### src/rtl/hub_eof_pkg.sv
package hub_eof_pkg;

   // Worst-case frame skew a hub must tolerate across two missed frames.
   localparam int unsigned SKEW_BITS = 9;

   // Timer value at which a point placed a given number of bit times
   // before the frame end is reached, given the start-of-frame lag.
   function automatic int unsigned guard_count(input int unsigned before_end,
                                               input int unsigned sof_lag);
      return before_end + sof_lag;
   endfunction

endpackage

### src/rtl/eof_point_detect.sv
module eof_point_detect #(
   parameter int unsigned CNT_W = 14,
   parameter int unsigned MATCH = 50
) (
   input  logic             clk,
   input  logic             rst_n,
   input  logic             bit_en,
   input  logic             locked,
   input  logic [CNT_W-1:0] frame_cnt,
   output logic             hit_now,
   output logic             mark
);
   localparam logic [CNT_W-1:0] MATCH_V = CNT_W'(MATCH);

   assign hit_now = bit_en && locked && (frame_cnt == MATCH_V);

   always_ff @(posedge clk or negedge rst_n) begin
      if (!rst_n) mark <= 1'b0;
      else        mark <= hit_now;
   end
endmodule

### src/rtl/eop_driver.sv
module eop_driver #(
   parameter int unsigned EOP_BITS = 4
) (
   input  logic clk,
   input  logic rst_n,
   input  logic bit_en,
   input  logic start,
   output logic eop_drive
);
   localparam int unsigned LW = $clog2(EOP_BITS + 1);

   logic [LW-1:0] left;

   always_ff @(posedge clk or negedge rst_n) begin
      if (!rst_n)                         left <= '0;
      else if (start)                     left <= LW'(EOP_BITS);
      else if (bit_en && (left != '0))    left <= left - LW'(1);
   end

   assign eop_drive = (left != '0);
endmodule

### src/rtl/babble_strobe.sv
module babble_strobe #(
   parameter int unsigned N_PORTS = 4
) (
   input  logic               clk,
   input  logic               rst_n,
   input  logic               hit_now,
   input  logic [N_PORTS-1:0] conn_req,
   output logic [N_PORTS-1:0] babble_dis
);
   for (genvar p = 0; p < N_PORTS; p++) begin : g_port
      always_ff @(posedge clk or negedge rst_n) begin
         if (!rst_n) babble_dis[p] <= 1'b0;
         else        babble_dis[p] <= hit_now && conn_req[p];
      end
   end
endmodule

### src/rtl/resume_inhibit.sv
module resume_inhibit (
   input  logic clk,
   input  logic rst_n,
   input  logic locked,
   input  logic resume_evt,
   output logic conn_inhibit
);
   logic lock_q;

   always_ff @(posedge clk or negedge rst_n) begin
      if (!rst_n) begin
         conn_inhibit <= 1'b1;
         lock_q       <= 1'b0;
      end else begin
         lock_q <= locked;
         if (resume_evt)              conn_inhibit <= 1'b1;
         else if (locked && !lock_q)  conn_inhibit <= 1'b0;
      end
   end
endmodule

### src/rtl/hub_eof_guard.sv
module hub_eof_guard #(
   parameter int unsigned N_PORTS     = 4,
   parameter int unsigned CNT_W       = 14,
   parameter int unsigned EOF1_BEFORE = 32,
   parameter int unsigned EOF2_BEFORE = 12,
   parameter int unsigned SOF_LAG     = 18,
   parameter int unsigned EOP_BITS    = 4,
   parameter bit          EOP_ON_IDLE = 1'b0
) (
   input  logic               clk,
   input  logic               rst_n,
   input  logic               bit_en,
   input  logic [CNT_W-1:0]   frame_cnt,
   input  logic               locked,
   input  logic               resume_evt,
   input  logic [N_PORTS-1:0] conn_req,
   output logic               eop_drive,
   output logic [N_PORTS-1:0] babble_dis,
   output logic               conn_inhibit,
   output logic               eof1_mark,
   output logic               eof2_mark
);
   import hub_eof_pkg::*;

   localparam int unsigned EOF1_CNT = guard_count(EOF1_BEFORE, SOF_LAG);
   localparam int unsigned EOF2_CNT = guard_count(EOF2_BEFORE, SOF_LAG);

   // Elaboration-time parameter checks
   if (N_PORTS < 1) begin : g_bad_ports
      $error("hub_eof_guard: N_PORTS must be at least 1");
   end
   if (CNT_W < 2 || CNT_W > 30) begin : g_bad_width
      $error("hub_eof_guard: CNT_W out of range");
   end
   if (EOF1_CNT >= (32'd1 << CNT_W)) begin : g_bad_range
      $error("hub_eof_guard: first point does not fit the timer width");
   end
   if (EOF1_BEFORE < EOF2_BEFORE + SKEW_BITS + EOP_BITS) begin : g_bad_gap
      $error("hub_eof_guard: gap between points too small for EOP plus skew");
   end
   if (EOF2_BEFORE < SKEW_BITS + 1) begin : g_bad_eof2
      $error("hub_eof_guard: second point too close to frame end");
   end
   if (EOP_BITS < 1) begin : g_bad_eop
      $error("hub_eof_guard: EOP_BITS must be at least 1");
   end

   logic hit1, hit2, eop_start;

   eof_point_detect #(.CNT_W(CNT_W), .MATCH(EOF1_CNT)) u_pt1 (
      .clk(clk), .rst_n(rst_n), .bit_en(bit_en), .locked(locked),
      .frame_cnt(frame_cnt), .hit_now(hit1), .mark(eof1_mark));

   eof_point_detect #(.CNT_W(CNT_W), .MATCH(EOF2_CNT)) u_pt2 (
      .clk(clk), .rst_n(rst_n), .bit_en(bit_en), .locked(locked),
      .frame_cnt(frame_cnt), .hit_now(hit2), .mark(eof2_mark));

   // Variant: EOP on every first point, or only when a port holds the path
   if (EOP_ON_IDLE) begin : g_eop_always
      logic [N_PORTS-1:0] req_unused;
      assign req_unused = conn_req;
      assign eop_start  = hit1;
   end else begin : g_eop_on_conn
      assign eop_start = hit1 && (|conn_req);
   end

   eop_driver #(.EOP_BITS(EOP_BITS)) u_eop (
      .clk(clk), .rst_n(rst_n), .bit_en(bit_en), .start(eop_start),
      .eop_drive(eop_drive));

   babble_strobe #(.N_PORTS(N_PORTS)) u_bab (
      .clk(clk), .rst_n(rst_n), .hit_now(hit2), .conn_req(conn_req),
      .babble_dis(babble_dis));

   resume_inhibit u_inh (
      .clk(clk), .rst_n(rst_n), .locked(locked), .resume_evt(resume_evt),
      .conn_inhibit(conn_inhibit));
endmodule


### config.mk
export PLATFORM = sky130hd
export DESIGN_NAME = hub_eof_guard
export DESIGN_NICKNAME = d
export VERILOG_FILES = /design/src/rtl/hub_eof_pkg.sv /design/src/rtl/eof_point_detect.sv /design/src/rtl/eop_driver.sv /design/src/rtl/babble_strobe.sv /design/src/rtl/resume_inhibit.sv /design/src/rtl/hub_eof_guard.sv
export SDC_FILE = /design/constraint.sdc
export NUM_CORES = 1
export LEC_CHECK = 0
export BUFFER_PORTS_ARGS = -buffer_cell sky130_fd_sc_hd__buf_2
export CORE_AREA = 10 10 47 49
export CTS_CLUSTER_SIZE = 16
export DETAILED_ROUTE_END_ITERATION = 10
export DIE_AREA = 0 0 57 59
export HOLD_SLACK_MARGIN = 0.05
export PLACE_DENSITY_LB_ADDON = 0.3
export SLEW_MARGIN = 0
export SYNTH_ARGS = -nofsm -noshare
export SYNTH_HDL_FRONTEND = slang
export SYNTH_SLANG_ARGS = --single-unit
export TNS_END_PERCENT = 5
### constraint.sdc
create_clock -name clk -period 3.15 [get_ports clk]
set_input_delay 0.63 -clock clk [delete_from_list [all_inputs] [get_ports clk]]
set_output_delay 0.63 -clock clk [all_outputs]
set_load 0.05 [all_outputs]
=== Word-level counts from Yosys, hierarchy flattened ===
Cells that the tools add are included.

* Input port bits: 23
* Flip-flop bits (word level): 11
* Output and inout bits: 8

* $add $sub $neg: 1
* Eq/ne operators: 2
* Muxes and demuxes: 4
* Reductions and logical operators: 15

{| class="wikitable"
|+ Operator list
! cell !! number
|-
| $eq A14 B5 Y1 const B || 1
|-
| $eq A14 B6 Y1 const B || 1
|-
| $logic_and A1 B1 Y1 || 10
|-
| $mux W3 || 2
|-
| $reduce_bool A2 Y1 || 2
|-
| $reduce_or A4 Y1 || 1
|-
| $reduce_bool A3 Y1 || 1
|-
| $sub A3 B1 Y3 const B || 1
|-
| $mux W1 || 2
|-
| $logic_not A1 Y1 || 1
|}

=== Longest topological paths before layout ===
* Word-level depth: 4
* Mapped depth: 6

=== Hierarchy ===
From an unflattened synthesis, not the netlist that was laid out.

* Cell total of the unflattened synthesis: 41
* Area total of the unflattened synthesis: 561.8 um^2

{| class="wikitable"
|+ Modules (own cells, without submodules)
! module !! area an instance (um^2) !! cells each !! sequential area each (um^2) !! instances
|-
| eop_driver || 187.7 || 16 || 75.1 || 1
|-
| babble_strobe || 125.1 || 8 || 100.1 || 1
|-
| eof_point_detect at u_pt1 || 88.8 || 6 || 25.0 || 1
|-
| eof_point_detect at u_pt2 || 83.8 || 6 || 25.0 || 1
|-
| resume_inhibit || 65.1 || 4 || 51.3 || 1
|-
| hub_eof_guard || 11.3 || 1 || 0.0 || 1
|}

=== Worst setup path before layout ===
OpenSTA, ideal clock, no wires.

* Path type: in2reg
* From: in frame_cnt[9]
* To: reg u_eop.left[1]
* Cell stages on the path: 4
* Slack: 1281 ps
* Arrival: 1716 ps
* Setup time: 153 ps
* Data required time: 2997 ps
* Cell sequence: or4_4 nor4_4 o41a_1 a311oi_1

* Longest elaborated chain between the ends: 4

{| class="wikitable"
|+ Ends and longest elaborated chain
! what !! line !! text
|-
| start: declaration || hub_eof_guard.sv:13 || <nowiki>input logic [CNT_W-1:0] frame_cnt,</nowiki>
|-
| $eq A14 B6 Y1 (*) || eof_point_detect.sv:15 || <nowiki>assign hit_now = bit_en && locked && (frame_cnt == MATCH_V);</nowiki>
|-
| $logic_and A1 B1 Y1 (*) || eof_point_detect.sv:15 ||
|-
| net hit1 || hub_eof_guard.sv:48 || <nowiki>logic hit1, hit2, eop_start;</nowiki>
|-
| $logic_and A1 B1 Y1 (*) || hub_eof_guard.sv:64 || <nowiki>assign eop_start = hit1 && (|conn_req);</nowiki>
|-
| $mux W3 / $reduce_bool A2 Y1 (equally long branches) || - ||
|-
| end signal: assignment || eop_driver.sv:16 || <nowiki>else if (start) left <= LW'(EOP_BITS);</nowiki>
|-
| end signal: assignment || eop_driver.sv:17 || <nowiki>else if (bit_en && (left != '0)) left <= left - LW'(1);</nowiki>
|-
| end: declaration || eop_driver.sv:12 || <nowiki>logic [LW-1:0] left;</nowiki>
|}

Mark *: on every way through the listed nets, which the timed path passes. The rest lies on a longest branch.
A chain may end at the register's enable or synchronous reset.

=== Worst setup path in the final report ===
* From: reg u_eop.left[0]
* To: out eop_drive

* Longest elaborated chain between the ends: 1

{| class="wikitable"
|+ Ends and longest elaborated chain
! what !! line !! text
|-
| $reduce_bool A3 Y1 || eop_driver.sv:20 || <nowiki>assign eop_drive = (left != '0);</nowiki>
|-
| end: declaration || hub_eof_guard.sv:17 || <nowiki>output logic eop_drive,</nowiki>
|}

No other way between the ends.

==> flow_metrics.py <==
metrics = {
    "finish": {
        "syn2layout_area_growth_pct": 38.1,
        "fillers": 136,
        "drive_gt1_share_pct": 45.7,
        "final_area_um2": 712,
        "nNetsFinal": 107,
        "final_util_pct": 50.8,
        "diodes": 0,
    },
    "global_route": {
        "grt_pass1_wl_um": 2010,
        "grt_max_degree": 12,
        "grt_pass1_vias": 504,
        "gr-total-overflow": 0,
        "antenna_found_initial": 0,
        "grt_usage_pct": 7.47,
    },
    "sta": {
        "tightest_slew_ps": 244,
        "fin_crit_sh_pct": 61.7,
        "fmax_ghz": 0.515,
        "rsz0062_at_grt": "false",
        "relSlewSlack_pct": 83.6,
        "maxSlewViolCount": 0,
        "finalHoldViolCount": 0,
        "fin_setup_tns_ps": 0,
        "setup_viol": 0,
        "period_minus_slack_ps": 1940,
        "finalClockSkew_ps": 0.117,
    },
    "setup_path": {
        "cp-end-kind": "output port",
        "crit_path_start": "u_eop.left[0]",
        "r2r_start": "u_eop.left[0]",
        "critPathLaunchType": "flop",
        "crit_fanout": 4,
        "cp.arrival_ps": 1310,
        "crit_required_ps": 2520,
        "path_class": "reg -> out",
    },
    "yosys": {
        "synth_nets": 72,
        "synth_area_um2": 515,
        "ys.flop_type": "dfrtp_1",
        "avgSynthCellArea_um2": 11.0,
        "synth_warnings": 0,
        "synth-edff-count": 0,
        "ys_seq_elements": 11,
        "yosysTopAreaCell": "dfrtp_1",
        "synth_commonest_cells": "dfrtp_1, nor2_1, inv_1",
        "netlist.area_leader.share_pct": 48.5,
        "synth_most_common_cell": "dfrtp_1",
        "async_flop_share_pct": 100,
        "synthCells": 47,
        "synth_cell_types": 20,
        "synth.area.top_cells": "dfrtp_1, dfstp_2, nor2_1, ha_1, inv_1",
        "yosysSeqAreaShare_pct": 53.6,
    },
    "drt": {
        "drt-total-wl_um": 1200,
        "drc_errors": 0,
        "firstDrtPassIters": 4,
        "viasPerCell": 4.81,
        "routedWlPerCell_um": 12.4,
        "first_iter_violations": 5,
        "antenna_left": 0,
        "num_vias": 467,
    },
    "floorplan": {
        "coreArea_um2": 1400,
        "die_h_um": 59,
        "die-area_um2": 3360,
        "die_w_um": 57,
        "io_pins": 31,
        "initial_utilization_pct": 36.8,
        "rows": 14,
    },
    "hold_path": {
        "hp-class": "in -> async",
    },
    "status": {
        "status": "finished clean",
    },
    "flow_run": {
        "cap_violations": 0,
    },
    "placement": {
        "place.gp.congestion": 0.741,
        "dpl_cell_area_um2": 686,
        "hpwlAfterDp_um": 1060,
        "io_buffers": 30,
    },
    "clock_tree": {
        "cts_setup_buffers": 0,
        "numCtsBuffers": 3,
        "cts_sinks": 11,
        "clock_latency_ps": 260,
        "clock_path_buffers": 2,
        "cts_resized": 0,
        "ctsHoldBuffers": 0,
        "cts-htree-levels": 1,
        "path_clk_slew_ps": 70,
        "cts_tree": "built",
        "root_buffer": "clkbuf_4",
    },
    "pwr": {
        "p_per_area_nw_per_um2": 547,
        "irDropWorstVdd_v": 0.000276,
        "power_mw": 0.389,
        "power.leakage_nw": 0.400,
    },
}
==> cell type report <==
cell class                      count  area (um^2)  share of cell area (%)
Inverter                            6         22.5                    3.16
Timing Repair Buffer               30          150                    21.1
Sequential cell                    11          277                    38.8
Multi-Input combinational cell     30          216                    30.4
Tap cell                           16         20.0                    2.81
Clock buffer                        4         26.3                    3.69
==> power by group <==
part	internal, mW	total (mW)	switching (mW)	leakage [nW]
clock	0.0489	0.0943	0.0454	0.0150
sequential	0.163	0.173	0.00969	0.141
combinational	0.0499	0.122	0.0723	0.244
total	0.262	0.389	0.127	0.400
==> critical path, stage by stage (launching register included) <==
cell and delay, ps:
dfrtp_1 330, inv_1 80, ha_1 220, nand2b_1 130, buf_2 290
==> flip-flops by register name, indices dropped and copies added (netlist names) <==
| signal | flops |
|---|---|
| u_eop.left | 3 |
| u_bab.babble_dis | 4 |
| u_pt2.mark | 1 |
| u_inh.conn_inhibit | 1 |
| u_pt1.mark | 1 |
| u_inh.lock_q | 1 |
==> metrics by stage <==
stage | instances | hold slack (ps) | setup WS [ps]
6_report | 97 | 221 | 1210
5_1_grt | 97 | 225 | 1120
4_1_cts | 97 | 224 | 1200
3_5_place_dp | 93 | 492 | 1110
3_3_place_gp | 93 | 491 | 1160
2_1_floorplan | 47 | 334 | 1280
==> path summary, 6_finish.rpt <==
| path | endpoint | slack, ps | depth (start not counted) |
|---|---|---|---|
| max | eop_drive | 1210 | 4 |
| min | u_eop.left[0] | 220 | 1 |
| max reg2reg | u_eop.left[1] | 1960 | 4 |
| min reg2reg | u_eop.left[2] | 510 | 1 |
| max in group asynchronous | u_inh.conn_inhibit | 2670 | 1 |
| min in group clk | u_inh.lock_q | 500 | 1 |
==> cell usage in the layout (no fill, tap or decap) <==
| cell type | netlist | layout |
|---|---|---|
| or4b_4 | 1 | 1 |
| a21oi_1 | 1 | 1 |
| ha_1 | 2 | 2 |
| buf_2 | 0 | 30 |
| or4_4 | 1 | 1 |
| nor2_1 | 7 | 7 |
| dfstp_2 | 1 | 1 |
| nand2_1 | 4 | 4 |
| nand2b_1 | 2 | 2 |
| dfrtp_1 | 10 | 10 |
| clkbuf_4 | 0 | 3 |
| a211o_1 | 1 | 1 |
| o41a_1 | 1 | 1 |
| a311oi_1 | 1 | 1 |
| xnor2_1 | 1 | 1 |
| clkbuf_1 | 0 | 1 |
| inv_1 | 6 | 6 |
| a21o_1 | 1 | 1 |
| nor3_1 | 3 | 3 |
| nor4_4 | 1 | 1 |
| or4b_1 | 1 | 1 |
| nand3b_1 | 1 | 1 |
| nand4b_1 | 1 | 1 |
==> logic make-up (layout without fill, tap and decap cells) <==
family | after synthesis | after routing | synth area share, %
adders and majority gates | 2 | 2 | 4.85
and+or+nand+nor | 22 | 22 | 27.4
xor gates and xnor gates | 1 | 1 | 1.70
DFF | 11 | 11 | 53.6
buffers and inverters | 6 | 40 | 4.37
AOI/OAI and AO/OA | 5 | 5 | 8.01
==> metal layers <==
layer / vias up / global-route usage [%] / part of all wire, %
li1: 232 / - / -
met1: 210 / 7.48 / 40
met2: 25 / 12.2 / 52
met3: 0 / 3.43 / 7.8
met4: 0 / 5.03 / 0
met5: - / 0 / 0
(Power assumes the default switching activity.)
